==> config.mk <==
export PLATFORM = sky130hd
export DESIGN_NAME = bf_detect
export DESIGN_NICKNAME = d
export VERILOG_FILES = /design/src/rtl/bf_pkg.sv /design/src/rtl/bf_pickup_timer.sv /design/src/rtl/bf_multi_path.sv /design/src/rtl/bf_single_path.sv /design/src/rtl/bf_detect.sv
export SDC_FILE = /design/constraint.sdc
export NUM_CORES = 1
export LEC_CHECK = 0
export BUFFER_PORTS_ARGS = -buffer_cell sky130_fd_sc_hd__clkbuf_2
export CAP_MARGIN = 20
export CELL_PAD_IN_SITES_DETAIL_PLACEMENT = 0
export CELL_PAD_IN_SITES_GLOBAL_PLACEMENT = 1
export CORE_ASPECT_RATIO = 1.25
export CORE_MARGIN = 3
export CORE_UTILIZATION = 28
export CTS_BUF_LIST = sky130_fd_sc_hd__clkbuf_2
export DETAILED_ROUTE_END_ITERATION = 8
export HOLD_SLACK_MARGIN = 0.1
export PLACE_DENSITY_LB_ADDON = 0.1
export RECOVER_POWER = 100
export SYNTH_ARGS = -nofsm -noshare
export SYNTH_HDL_FRONTEND = slang
export SYNTH_SLANG_ARGS = --single-unit
==> constraint.sdc <==
create_clock -name clk -period 5 [get_ports clk]
set_clock_uncertainty 0.2 [all_clocks]
set_input_delay 1 -clock clk [delete_from_list [all_inputs] [get_ports clk]]
set_output_delay 1 -clock clk [all_outputs]
set_load 0.005 [all_outputs]
==> src/rtl/bf_pkg.sv <==
package bf_pkg;
  localparam int NPH = 3;

  // true when at least two of the three flags are set
  function automatic logic vote2(input logic [NPH-1:0] f);
    return (f[0] & f[1]) | (f[1] & f[2]) | (f[0] & f[2]);
  endfunction
endpackage

==> src/rtl/bf_pickup_timer.sv <==
module bf_pickup_timer #(
  parameter int CNT_W = 16
) (
  input  logic             clk,
  input  logic             rst,
  input  logic             tick_en,
  input  logic             run,
  input  logic [CNT_W-1:0] setting,
  output logic             expired
);
  logic [CNT_W-1:0] cnt;

  always_ff @(posedge clk) begin
    if (rst || !run)
      cnt <= '0;
    else if (tick_en && (cnt < setting))
      cnt <= cnt + 1'b1;
  end

  // >= keeps a lowered setting safe; a zero setting expires at once
  assign expired = run && (cnt >= setting);
endmodule

==> src/rtl/bf_multi_path.sv <==
module bf_multi_path
  import bf_pkg::*;
(
  input  logic           clk,
  input  logic           rst,
  input  logic [NPH-1:0] stage1_done,
  input  logic [NPH-1:0] oc,
  input  logic [NPH-1:0] init,
  output logic           fail_3p
);
  logic hit;

  assign hit = vote2(init) && (|(stage1_done & oc));

  always_ff @(posedge clk) begin
    if (rst) fail_3p <= 1'b0;
    else     fail_3p <= hit;
  end
endmodule

==> src/rtl/bf_single_path.sv <==
module bf_single_path #(
  parameter int CNT_W = 16
) (
  input  logic             clk,
  input  logic             rst,
  input  logic             tick_en,
  input  logic             stage1_done,
  input  logic             oc_self,
  input  logic [1:0]       init_others,
  input  logic [CNT_W-1:0] pu2_set,
  output logic             fail_1p
);
  logic stage2_done;

  bf_pickup_timer #(.CNT_W(CNT_W)) i_stage2 (
    .clk     (clk),
    .rst     (rst),
    .tick_en (tick_en),
    .run     (stage1_done),
    .setting (pu2_set),
    .expired (stage2_done)
  );

  always_ff @(posedge clk) begin
    if (rst) fail_1p <= 1'b0;
    else     fail_1p <= stage2_done && oc_self && (init_others == 2'b00);
  end
endmodule

==> src/rtl/bf_detect.sv <==
module bf_detect
  import bf_pkg::*;
#(
  parameter int CNT_W = 16
) (
  input  logic             clk,
  input  logic             rst,
  input  logic             tick_en,
  input  logic [2:0]       oc,
  input  logic [2:0]       init,
  input  logic [CNT_W-1:0] pu1_set,
  input  logic [CNT_W-1:0] pu2_set,
  output logic             fail_3p,
  output logic [2:0]       fail_1p
);
  logic [NPH-1:0] stage1_done;

  for (genvar p = 0; p < NPH; p++) begin : g_phase
    bf_pickup_timer #(.CNT_W(CNT_W)) i_stage1 (
      .clk     (clk),
      .rst     (rst),
      .tick_en (tick_en),
      .run     (init[p]),
      .setting (pu1_set),
      .expired (stage1_done[p])
    );

    bf_single_path #(.CNT_W(CNT_W)) i_single (
      .clk         (clk),
      .rst         (rst),
      .tick_en     (tick_en),
      .stage1_done (stage1_done[p]),
      .oc_self     (oc[p]),
      .init_others ({init[(p+2)%NPH], init[(p+1)%NPH]}),
      .pu2_set     (pu2_set),
      .fail_1p     (fail_1p[p])
    );
  end

  bf_multi_path i_multi (
    .clk         (clk),
    .rst         (rst),
    .stage1_done (stage1_done),
    .oc          (oc),
    .init        (init),
    .fail_3p     (fail_3p)
  );
endmodule

======== Yosys cells after proc, flatten, opt, wreduce, memory -nomap -nowiden ========
Index checks and enable logic that the tools add are counted.
storage, ports and cells
  bits in registers ....................... 100
  latch bits .............................. 0
  RAM bits ................................ 0
  ROM bits ................................ 0
  input bits .............................. 41
  logic and storage cells ................. 69
  memories ................................ 0
cells by class
  $add $sub $neg .......................... 6
  $mul .................................... 0
  div/mod/pow operators ................... 0
  $lt $le $gt $ge ......................... 12
  equality and inequality tests ........... 0
  shift-type cells ........................ 0
  mux-type cells .......................... 0
  bitwise gates (word level) .............. 6
  reductions and logical operators ........ 35
operators with widths
  cell                                            count
  adder 16 x 1 -> 16 bit (second input constant)  6
  >= comparator 16 bit                            6
  < comparator 16 bit                             6
  logical AND 1 bit                               19
  zero test 1 bit                                 6
  zero test 2 bit                                 3
  logical OR 1 bit                                6
  AND 1 bit                                       3
  AND 3 bit                                       1
  OR reduction 3 bit                              1
  bitwise OR 1 bit                                2

======== Logic depth before layout (Yosys ltp) ========
Gate-level depths: netlist of the first run.
  word-level depth ........................ 5
  gate-level depth with buffers ........... 10

======== Modules after synthesis ========
Synthesis of the first run repeated with hierarchy kept, for this count alone.
second synthesis, totals
  cell total of the unflattened synthesis .. 932
  area total of the unflattened synthesis .. 7308.3 sq um
modules (own cells, without submodules)
  module           instances  cells each  area an instance (sq um)  seq. area each (sq um)
  bf_pickup_timer  6          153         1192.4                    320.3
  bf_single_path   3          3           36.3                      20.0
  bf_multi_path    1          5           45.0                      20.0

======== Worst setup path before layout of the first run ========
OpenSTA, ideal clock, no wires.
  path type ............................... input -> register
  from .................................... input port pu1_set[15]
  to ...................................... register g_phase[1].i_stage1.cnt[15]
  library setup time ...................... 0.070 ns
  arrival ................................. 3.006 ns
  data required time ...................... 4.730 ns
  path slack .............................. 1.723 ns
  stages on the path ...................... 9
  cells stage by stage .................... inv_1 > ha_1 > a21oi_1 > o21ai_0 > or2_1 > or4_1 > buf_2 > or4_1 > a21oi_1
between the ends
  cells in the longest elaborated chain, start to end .. 2
RTL lines
  element               line                   RTL
  from (decl)           bf_detect.sv:11        input logic [CNT_W-1:0] pu1_set,
  < comparator 16 bit   bf_pickup_timer.sv:16  else if (tick_en && (cnt < setting))
  logical AND 1 bit     bf_pickup_timer.sv:16
  to (signal assigned)  bf_pickup_timer.sv:17  cnt <= cnt + 1'b1;
  to (decl)             bf_pickup_timer.sv:11  logic [CNT_W-1:0] cnt;
Every way passes these cells.
A chain may end at the register's enable or synchronous reset.

======== Worst setup path in the final report of the first run ========
  from .................................... input port pu2_set[15]
  to ...................................... register g_phase[1].i_single.i_stage2.cnt[11]
between the ends
  cells in the longest elaborated chain, start to end .. 2
RTL lines
  element               line                   RTL
  from (decl)           bf_detect.sv:12        input logic [CNT_W-1:0] pu2_set,
  < comparator 16 bit   bf_pickup_timer.sv:16
  logical AND 1 bit     bf_pickup_timer.sv:16
  to (signal assigned)  bf_pickup_timer.sv:17
  to (decl)             bf_pickup_timer.sv:11
Every way passes these cells.

==> impl_metrics.tcl, run 1 <==
set metrics [dict create \
    worstSetupPathType "primary input to register" \
    rsz0062_at_grt "no" \
    dr_wl_met3_um 523 \
    yosys_warnings 0 \
    ys.flop_type "dfxtp_1" \
    slowest_stage "a21boi_0" \
    hold_viol 0 \
    postPlaceCellArea_um2 7570 \
    slew_violations 0 \
    multi_input_area_um2 4710 \
    finalPower_w 0.00135 \
    dr.pass1.iters 4 \
    cpPeakStageDelay_ns 0.87 \
    htree_levels 3 \
    p_leak_nw 2.82 \
    cts_tree "done" \
    drc_errors 0 \
    die_w_um 148 \
    worstHoldEndpoint "g_phase[0].i_single.i_stage2.cnt[15]" \
    fin_hold_ws_ns 0.318 \
    area_growth_pct 9.11 \
    num-nets-final 1039 \
    coreArea_um2 24600 \
    cp_cell_sequence "clkbuf_2 > inv_1 > ha_1 > nand4_1 > nor4_1 > a21boi_0 > or3_1 > o21ai_0 > a21oi_1" \
    ant_nets 0 \
    holdCritStartpoint "g_phase[0].i_single.i_stage2.cnt[15]" \
    die_area_um2 27100 \
    worstHoldPathCells 2 \
    avgSynthCellArea_um2 8.16 \
    critical_path_required_ns 5.37 \
    end_kind "register" \
    grt_max_degree 31 \
    cp-start-kind "primary input" \
    path_max_fanout 13 \
    antenna_found_initial 2 \
    dp.cells 1215 \
    grt_overflow 0 \
    place.gp.congestion 0.780 \
    grt_usage_pct 15.8 \
    wl_met2_mm 10.2 \
    hold_buffers 0 \
    cap_viol_max_count 0 \
    ff_latch_area_um2 2000 \
    die_y_um 183 \
    io_buffers 44 \
    grt_pass1_vias 6109 \
    r2r_slack_ns 1.58 \
    mostFrequentLayoutCell "a21oi_1" \
    r2r_start "g_phase[1].i_single.i_stage2.cnt[13]" \
    clk_pin_slew_ns 0.25 \
    tns_ns 0 \
    num-fill-cells 2687 \
    layout_common_cells "a21oi_1 (105), ha_1 (102), dfxtp_1 (100), nand2_1 (78), clkbuf_2 (53)" \
    drive_above_1_share_pct 7.33 \
    synth_cells 862 \
    cts.path.max_buffers 2 \
    setup_viol 0 \
    ys_seq_area_share_pct 28.5 \
    reg2reg_to "g_phase[1].i_single.i_stage2.cnt[11]" \
    via_count 6305 \
    final_area_um2 7670 \
    cts_resized 0 \
    grt_first_pass_wirelength_mm 33.8 \
    cts_setup_buffers 0 \
    cts_buffers 9 \
    drt-total-wl_mm 20.9 \
    finalWorstPathRequiredPeriod_ns 3.51 \
    rows 64 \
    fmax_ghz 0.285 \
    m1WireLength_mm 9.95 \
    final_cells 1234 \
    synth-edff-count 0 \
    viasPerCell 5.11 \
    vdd_ir_drop_max_v 0.0000874 \
    status "finished, final reports clean" \
    start_util_pct 28.6 \
    synth_cell_types 51 \
    power_density_nw_per_um2 176 \
    ff2ff_path_depth 7 \
    clk_latency_ns 0.66 \
    io-pin-count 45 \
    top_layer "met4" \
    wire_per_inst_um 16.9 \
    relSlewSlack_pct 31.3 \
    hpwl_mm 16.5 \
    async_flop_share_pct 0 \
    netlist_area_um2 7030 \
    worst_slew_pin_slew_ns 1.02 \
    ys_ff_latch 100 \
    cts.sinks 100 \
    hp-class "register to register" \
    syn-num-nets 1005 \
    min_period_over_period_pct 70.2 \
    cp-startpoint "pu2_set[15]" \
    crit_arrival_ns 3.89 \
    initialDrtViolationCount 249 \
    cts_root_buffer "clkbuf_2" \
]
==> worst max-delay path by stage <==
stage / to / slack, ns / cells past startpoint
after floorplan: g_phase[1].i_stage1.cnt[15] / 1.72 / 9
after global placement: g_phase[2].i_stage1.cnt[5] / 1.12 / 9
after detailed placement: g_phase[2].i_stage1.cnt[15] / 1.12 / 9
after CTS: g_phase[2].i_stage1.cnt[5] / 1.84 / 7
after global routing: g_phase[1].i_single.i_stage2.cnt[11] / 1.30 / 9
final: g_phase[1].i_single.i_stage2.cnt[11] / 1.49 / 9
==> metal layers <==
| metal | track usage [%] | up-vias |
|---|---|---|
| met5 | 0 | - |
| met4 | 3.80 | 0 |
| met3 | 2.35 | 14 |
| met2 | 27.6 | 98 |
| met1 | 20.5 | 2870 |
| li1 | - | 3323 |
==> critical path: cells and delay by family <==
kind | cells | cell delay, ns
compound gates | 3 | 1.18
simple gates | 3 | 1.22
buf+inv | 2 | 0.15
fa+ha+maj | 1 | 0.33
==> area by class of cell <==
class,instances,area share (%)
clock inverters,5,0.685
well taps,330,5.38
repair buffers,46,3.03
flip-flops and latches,100,26.1
inverters,52,2.54
multi-input cells,687,61.4
clock buffers,11,0.718
diodes,3,0.0979
==> synthesized netlist by cell type (all sizes together) (12+ instances only) <==
| cell type | instances | area, µm² |
|---|---|---|
| dfxtp | 100 | 2000 |
| nand4 | 29 | 181 |
| nand3 | 37 | 190 |
| inv | 52 | 195 |
| nor4 | 20 | 125 |
| buf | 12 | 67.6 |
| o21ai | 28 | 140 |
| o31ai | 36 | 270 |
| a21oi | 105 | 533 |
| and3 | 13 | 81.3 |
| or4 | 45 | 338 |
| nor2 | 51 | 191 |
| xnor2 | 26 | 228 |
| or3 | 25 | 158 |
| nand2 | 78 | 293 |
| ha | 102 | 1280 |
==> flip-flops by register name (all words and copies together) (netlist names) <==
name and count:
g_phase.i_single.i_stage2.cnt 48, g_phase.i_stage1.cnt 48, g_phase.i_single.fail_1p 3, i_multi.fail_3p 1
==> kinds of logic after synthesis <==
family / synth area share [%]
fa+ha+maj: 18.2
simple gates: 26.2
buf+inv: 4.32
flops: 28.5
xor+xnor: 3.24
mux: 0.854
compound gates: 18.7
==> where the power goes <==
part	leakage (nW)	internal, W	switching [W]
Clock	0.0633	0.000116	0.000297
Sequential	0.806	0.000802	0.00000245
Combinational	1.95	0.0000464	0.0000873
==> stage by stage <==
step | worst slack [ns] | util, %
after floorplan | 1.72 | -
after global placement | 1.12 | 30.8
after detailed placement | 1.12 | 30.8
after CTS | 1.84 | 31.2
after global routing | 1.30 | 31.2
final | 1.49 | 31.2
No activity file was read; power rests on OpenSTA's default activity.
==> run 2, diff against run 1 <==
Clock period 5 ns to 2.85 ns, I/O delays scaled along.
==> impl_metrics.tcl, run 2 (same netlist as run 1, synthesis figures left out) <==
set metrics [dict create \
    cp_common_cell "a21oi_1" \
    area_growth_pct 24.0 \
    fmax_ghz 0.367 \
    die_w_um 148 \
    place_ws_ns -0.342 \
    worst_slew_pin_slew_ns 0.589 \
    slew_violations 0 \
    cts_tree "done" \
    htree_levels 3 \
    io-pin-count 45 \
    final_cells 1352 \
    worstSetupPathType "register to register" \
    vdd_ir_drop_max_v 0.000170 \
    drt-total-wl_mm 22.1 \
    start_util_pct 28.6 \
    timing.final.ws_setup_ns 0.122 \
    wire_per_inst_um 16.3 \
    dp.cells 1325 \
    finish.utilization_pct 35.5 \
    drc_errors 0 \
    cp-start-kind "register" \
    drive_above_1_share_pct 17.9 \
    finalWorstPathRequiredPeriod_ns 2.73 \
    via_count 6736 \
    cts_setup_buffers 0 \
    slowest_stage "or4b_4" \
    multi_input_area_um2 4740 \
    fin_hold_ws_ns 0.301 \
    p_leak_nw 3.44 \
    ant_nets 0 \
    cpPeakStageDelay_ns 0.54 \
    antenna_found_initial 2 \
    ff_latch_area_um2 2020 \
    dr.pass1.iters 6 \
    min_period_over_period_pct 95.7 \
    biggestRegsByFlops "g_phase.i_single.i_stage2.cnt (48), g_phase.i_stage1.cnt (48), g_phase.i_single.fail_1p (3)" \
    grt_max_degree 27 \
    crit_arrival_ns 3.14 \
    cts.sinks 100 \
    cts.path.max_buffers 2 \
    hpwl_mm 17.9 \
    power_density_nw_per_um2 299 \
    grt_first_pass_wirelength_mm 35.1 \
    die_y_um 183 \
    critical_path_required_ns 3.26 \
    hold_viol 0 \
    clk_pin_slew_ns 0.33 \
    path_max_fanout 22 \
    clk_latency_ns 0.69 \
    end_kind "register" \
    status "finished, final reports clean" \
    cts_buffers 9 \
    place.gp.congestion 0.763 \
    relSlewSlack_pct 60.4 \
    layout_common_cells "a21oi_1 (105), ha_1 (102), buf_4 (94), dfxtp_1 (92), nand2_1 (78)" \
    die_area_um2 27100 \
    grt_pass1_vias 6521 \
    rows 64 \
    mostFrequentLayoutCell "a21oi_1" \
    grt_usage_pct 16.5 \
    cp_cell_sequence "ha_1 > a21oi_1 > o21a_1 > o2bb2ai_1 > or4b_4 > buf_12 > or4_1 > a21oi_1" \
    io_buffers 44 \
    hp-class "register to register" \
    coreArea_um2 24600 \
    num-fill-cells 2652 \
    viasPerCell 4.98 \
    rsz0062_at_grt "no" \
    initialDrtViolationCount 311 \
    grt_overflow 0 \
    cap_viol_max_count 0 \
    cts_root_buffer "clkbuf_2" \
    setup_viol 0 \
    num-nets-final 1158 \
]
[run 2: changes by cell type in the layout (fill, tap and decap cells not counted), moves of 6 or more]
cell / previous run / this run
buf_12: 0 / 7
clkbuf_1: 2 / 10
dfxtp_2: 0 / 6
dfxtp_1: 100 / 92
buf_4: 2 / 94
dlygate4sd3_1: 0 / 9
[run 2: report_power, final]
| part | switching (W) | internal (W) |
|---|---|---|
| sequential | 0.00000299 | 0.00141 |
| clock | 0.000577 | 0.000309 |
| combinational | 0.000171 | 0.000139 |
[run 2: stage by stage]
stage / TNS, ns / power, W / area, µm²
6_report: 0 / 0.00261 / 8720
5_1_grt: 0 / 0.00276 / 8720
4_1_cts: 0 / 0.00268 / 8720
3_5_place_dp: -13.18 / 0.00174 / 8480
3_3_place_gp: -12.10 / 0.00174 / 8480
2_1_floorplan: 0 / 0.00158 / 7030
[run 2: critical path: cells and delay by family, from the launching register on]
kind | cells | cell delay, ns
flip-flops | 1 | 0.49
buffers and inverters | 1 | 0.17
adder cells (fa/ha/maj) | 1 | 0.28
AND/OR/NAND/NOR | 2 | 1.04
AO/OA/AOI/OAI | 4 | 0.50
[run 2: layout make-up]
cell class                      count  share of cell area, %
Antenna cell                        2                 0.0574
Timing Repair Buffer              165                   13.8
Inverter                           52                   2.24
Multi-Input combinational cell    687                   54.4
Clock buffer                        9                  0.517
Clock inverter                      7                   1.19
Tap cell                          330                   4.74
Sequential cell                   100                   23.1
[run 2: timing repair]
action | 4_1_cts | 5_1_grt
gates resized for setup | 0 | 16
setup endpoints to repair | 0 | 27
hold buffers | 9 | 0
endpoints found under the hold margin | 4 | 0
[run 2: path summary, 6_finish.rpt]
path	from	to	slack, ns	cells past startpoint
worst max register to register	g_phase[2].i_stage1.cnt[9]	g_phase[2].i_stage1.cnt[15]	0.12	8
worst max-delay path	g_phase[2].i_stage1.cnt[9]	g_phase[2].i_stage1.cnt[15]	0.12	8
worst min-delay path	g_phase[0].i_single.i_stage2.cnt[15]	g_phase[0].i_single.i_stage2.cnt[15]	0.30	2
worst min register to register	g_phase[0].i_single.i_stage2.cnt[15]	g_phase[0].i_single.i_stage2.cnt[15]	0.30	2
[run 2: layer usage]
metal / part of all wire (%) / GRT usage [%] / up-vias
met5: 0 / 0 / -
met4: 1.8 / 4.96 / 0
met3: 2.2 / 2.32 / 19
met2: 52 / 30.5 / 80
met1: 45 / 19.9 / 3075
li1: - / - / 3562
==> run 3, diff against run 2 <==
Clock period 2.85 ns to 3.02 ns, I/O delays scaled along.
==> impl_metrics.tcl, run 3 (same netlist as run 1, synthesis figures left out) <==
set metrics [dict create \
    place.gp.congestion 0.767 \
    htree_levels 3 \
    grt_overflow 0 \
    hold_viol 0 \
    start_util_pct 28.6 \
    clk_latency_ns 0.66 \
    status "finished, final reports clean" \
    biggestRegsByFlops "g_phase.i_single.i_stage2.cnt (48), g_phase.i_stage1.cnt (48), g_phase.i_single.fail_1p (3)" \
    slew_violations 0 \
    final_cells 1327 \
    slowest_stage "or4_1" \
    worstSetupPathType "register to register" \
    grt_max_degree 31 \
    hpwl_mm 17.7 \
    crit_arrival_ns 3.20 \
    num-nets-final 1134 \
    setup_viol 0 \
    io-pin-count 45 \
    hp-class "register to register" \
    rsz0062_at_grt "no" \
    initialDrtViolationCount 383 \
    antenna_found_initial 1 \
    relSlewSlack_pct 62.6 \
    cap_viol_max_count 0 \
    cts_setup_buffers 0 \
    dp.cells 1300 \
    die_w_um 148 \
    finalWorstPathRequiredPeriod_ns 2.85 \
    end_kind "register" \
    grt_first_pass_wirelength_mm 35.5 \
    p_leak_nw 3.27 \
    min_period_over_period_pct 94.2 \
    die_y_um 183 \
    cp_common_cell "or4_1" \
    worst_slew_pin_slew_ns 0.556 \
    io_buffers 44 \
    rows 64 \
    area_growth_pct 20.1 \
    finish.utilization_pct 34.3 \
    grt_usage_pct 16.6 \
    drive_above_1_share_pct 14.9 \
    path_max_fanout 4 \
    via_count 6727 \
    layout_common_cells "a21oi_1 (104), ha_1 (102), dfxtp_1 (100), nand2_1 (78), buf_4 (71)" \
    wire_per_inst_um 16.5 \
    vdd_ir_drop_max_v 0.000137 \
    dr.pass1.iters 5 \
    cp-startpoint "g_phase[2].i_stage1.cnt[14]" \
    cpPeakStageDelay_ns 0.59 \
    coreArea_um2 24600 \
    cp-start-kind "register" \
    cts_buffers 9 \
    drc_errors 0 \
    ant_nets 0 \
    holdCritStartpoint "g_phase[1].i_stage1.cnt[15]" \
    cp_cell_sequence "ha_1 > nand4_1 > or4_1 > nor4_1 > or4_1 > buf_4 > nand3_1 > a211oi_1" \
    grt_pass1_vias 6572 \
    cts.path.max_buffers 2 \
    drt-total-wl_mm 21.9 \
    cts_tree "done" \
    clk_pin_slew_ns 0.33 \
    power_density_nw_per_um2 275 \
    critical_path_required_ns 3.37 \
    mostFrequentLayoutCell "a21oi_1" \
    cts.sinks 100 \
    die_area_um2 27100 \
    cts_root_buffer "clkbuf_2" \
    fmax_ghz 0.351 \
    r2r_start "g_phase[2].i_stage1.cnt[14]" \
    viasPerCell 5.07 \
]
==> run 3: cell count changes in the layout (fill, tap and decap cells not counted), moves of 2 or more <==
cell	before	now
buf_12	7	4
dfxtp_1	92	100
buf_4	94	71
inv_6	5	0
clkinv_4	0	2
dfxtp_4	2	0
dfxtp_2	6	0
clkinv_2	0	2
==> run 3: where the power goes <==
group	switching, W	total, W	internal [W]
sequential	0.00000370	0.00133	0.00133
combinational	0.000156	0.000279	0.000123
clock	0.000514	0.000709	0.000195
total	0.000674	0.00232	0.00165
==> run 3: per-layer routing <==
metal	vias up	share of wire, %	global-route usage [%]
li1	3507	-	-
met1	3091	45	20.8
met2	104	50	29.4
met3	25	2.4	2.30
met4	0	2.3	5.52
met5	-	0	0
==> run 3: layout make-up <==
type / count / area (µm²)
Fill cell: 2651 / 16100
Inverter: 52 / 195
Clock buffer: 10 / 50.0
Antenna cell: 1 / 2.50
Sequential cell: 100 / 2000
Tap cell: 330 / 413
Clock inverter: 6 / 65.1
Multi-Input combinational cell: 687 / 4730
Timing Repair Buffer: 141 / 985
==> run 3: worst paths after layout <==
path	endpoint	slack, ns	cells past startpoint
min reg2reg	g_phase[1].i_stage1.cnt[15]	0.32	2
max	g_phase[2].i_single.fail_1p	0.17	8
max reg2reg	g_phase[2].i_single.fail_1p	0.17	8
min	g_phase[1].i_stage1.cnt[15]	0.32	2
==> run 3: repair_timing <==
action,in CTS,in global routing
hold buffers,10,0
endpoints found under the hold margin,4,0
setup endpoints to repair,0,1
gates resized for setup,0,2
==> run 3: stage by stage <==
| step | setup TNS [ns] | instance area, µm² | setup WS [ns] | hold WS [ns] | total power, W |
|---|---|---|---|---|---|
| floorplan | 0 | 7030 | 0.139 | 0.251 | 0.00150 |
| global placement | -2.82 | 8270 | -0.195 | 0.289 | 0.00164 |
| detailed placement | -3.68 | 8270 | -0.215 | 0.287 | 0.00163 |
| CTS | 0 | 8490 | 0.0447 | 0.284 | 0.00239 |
| global route | 0 | 8440 | 0.0131 | 0.314 | 0.00246 |
| finish | 0 | 8440 | 0.174 | 0.318 | 0.00232 |
==> run 3: critical path, delay by kind of cell, from the launching register on <==
family                     cells  cell delay, ns
and+or+nand+nor                5            1.40
AOI/OAI and AO/OA              1            0.29
adders and majority gates      1            0.34
DFF                            1            0.44
buffers and inverters          1            0.10
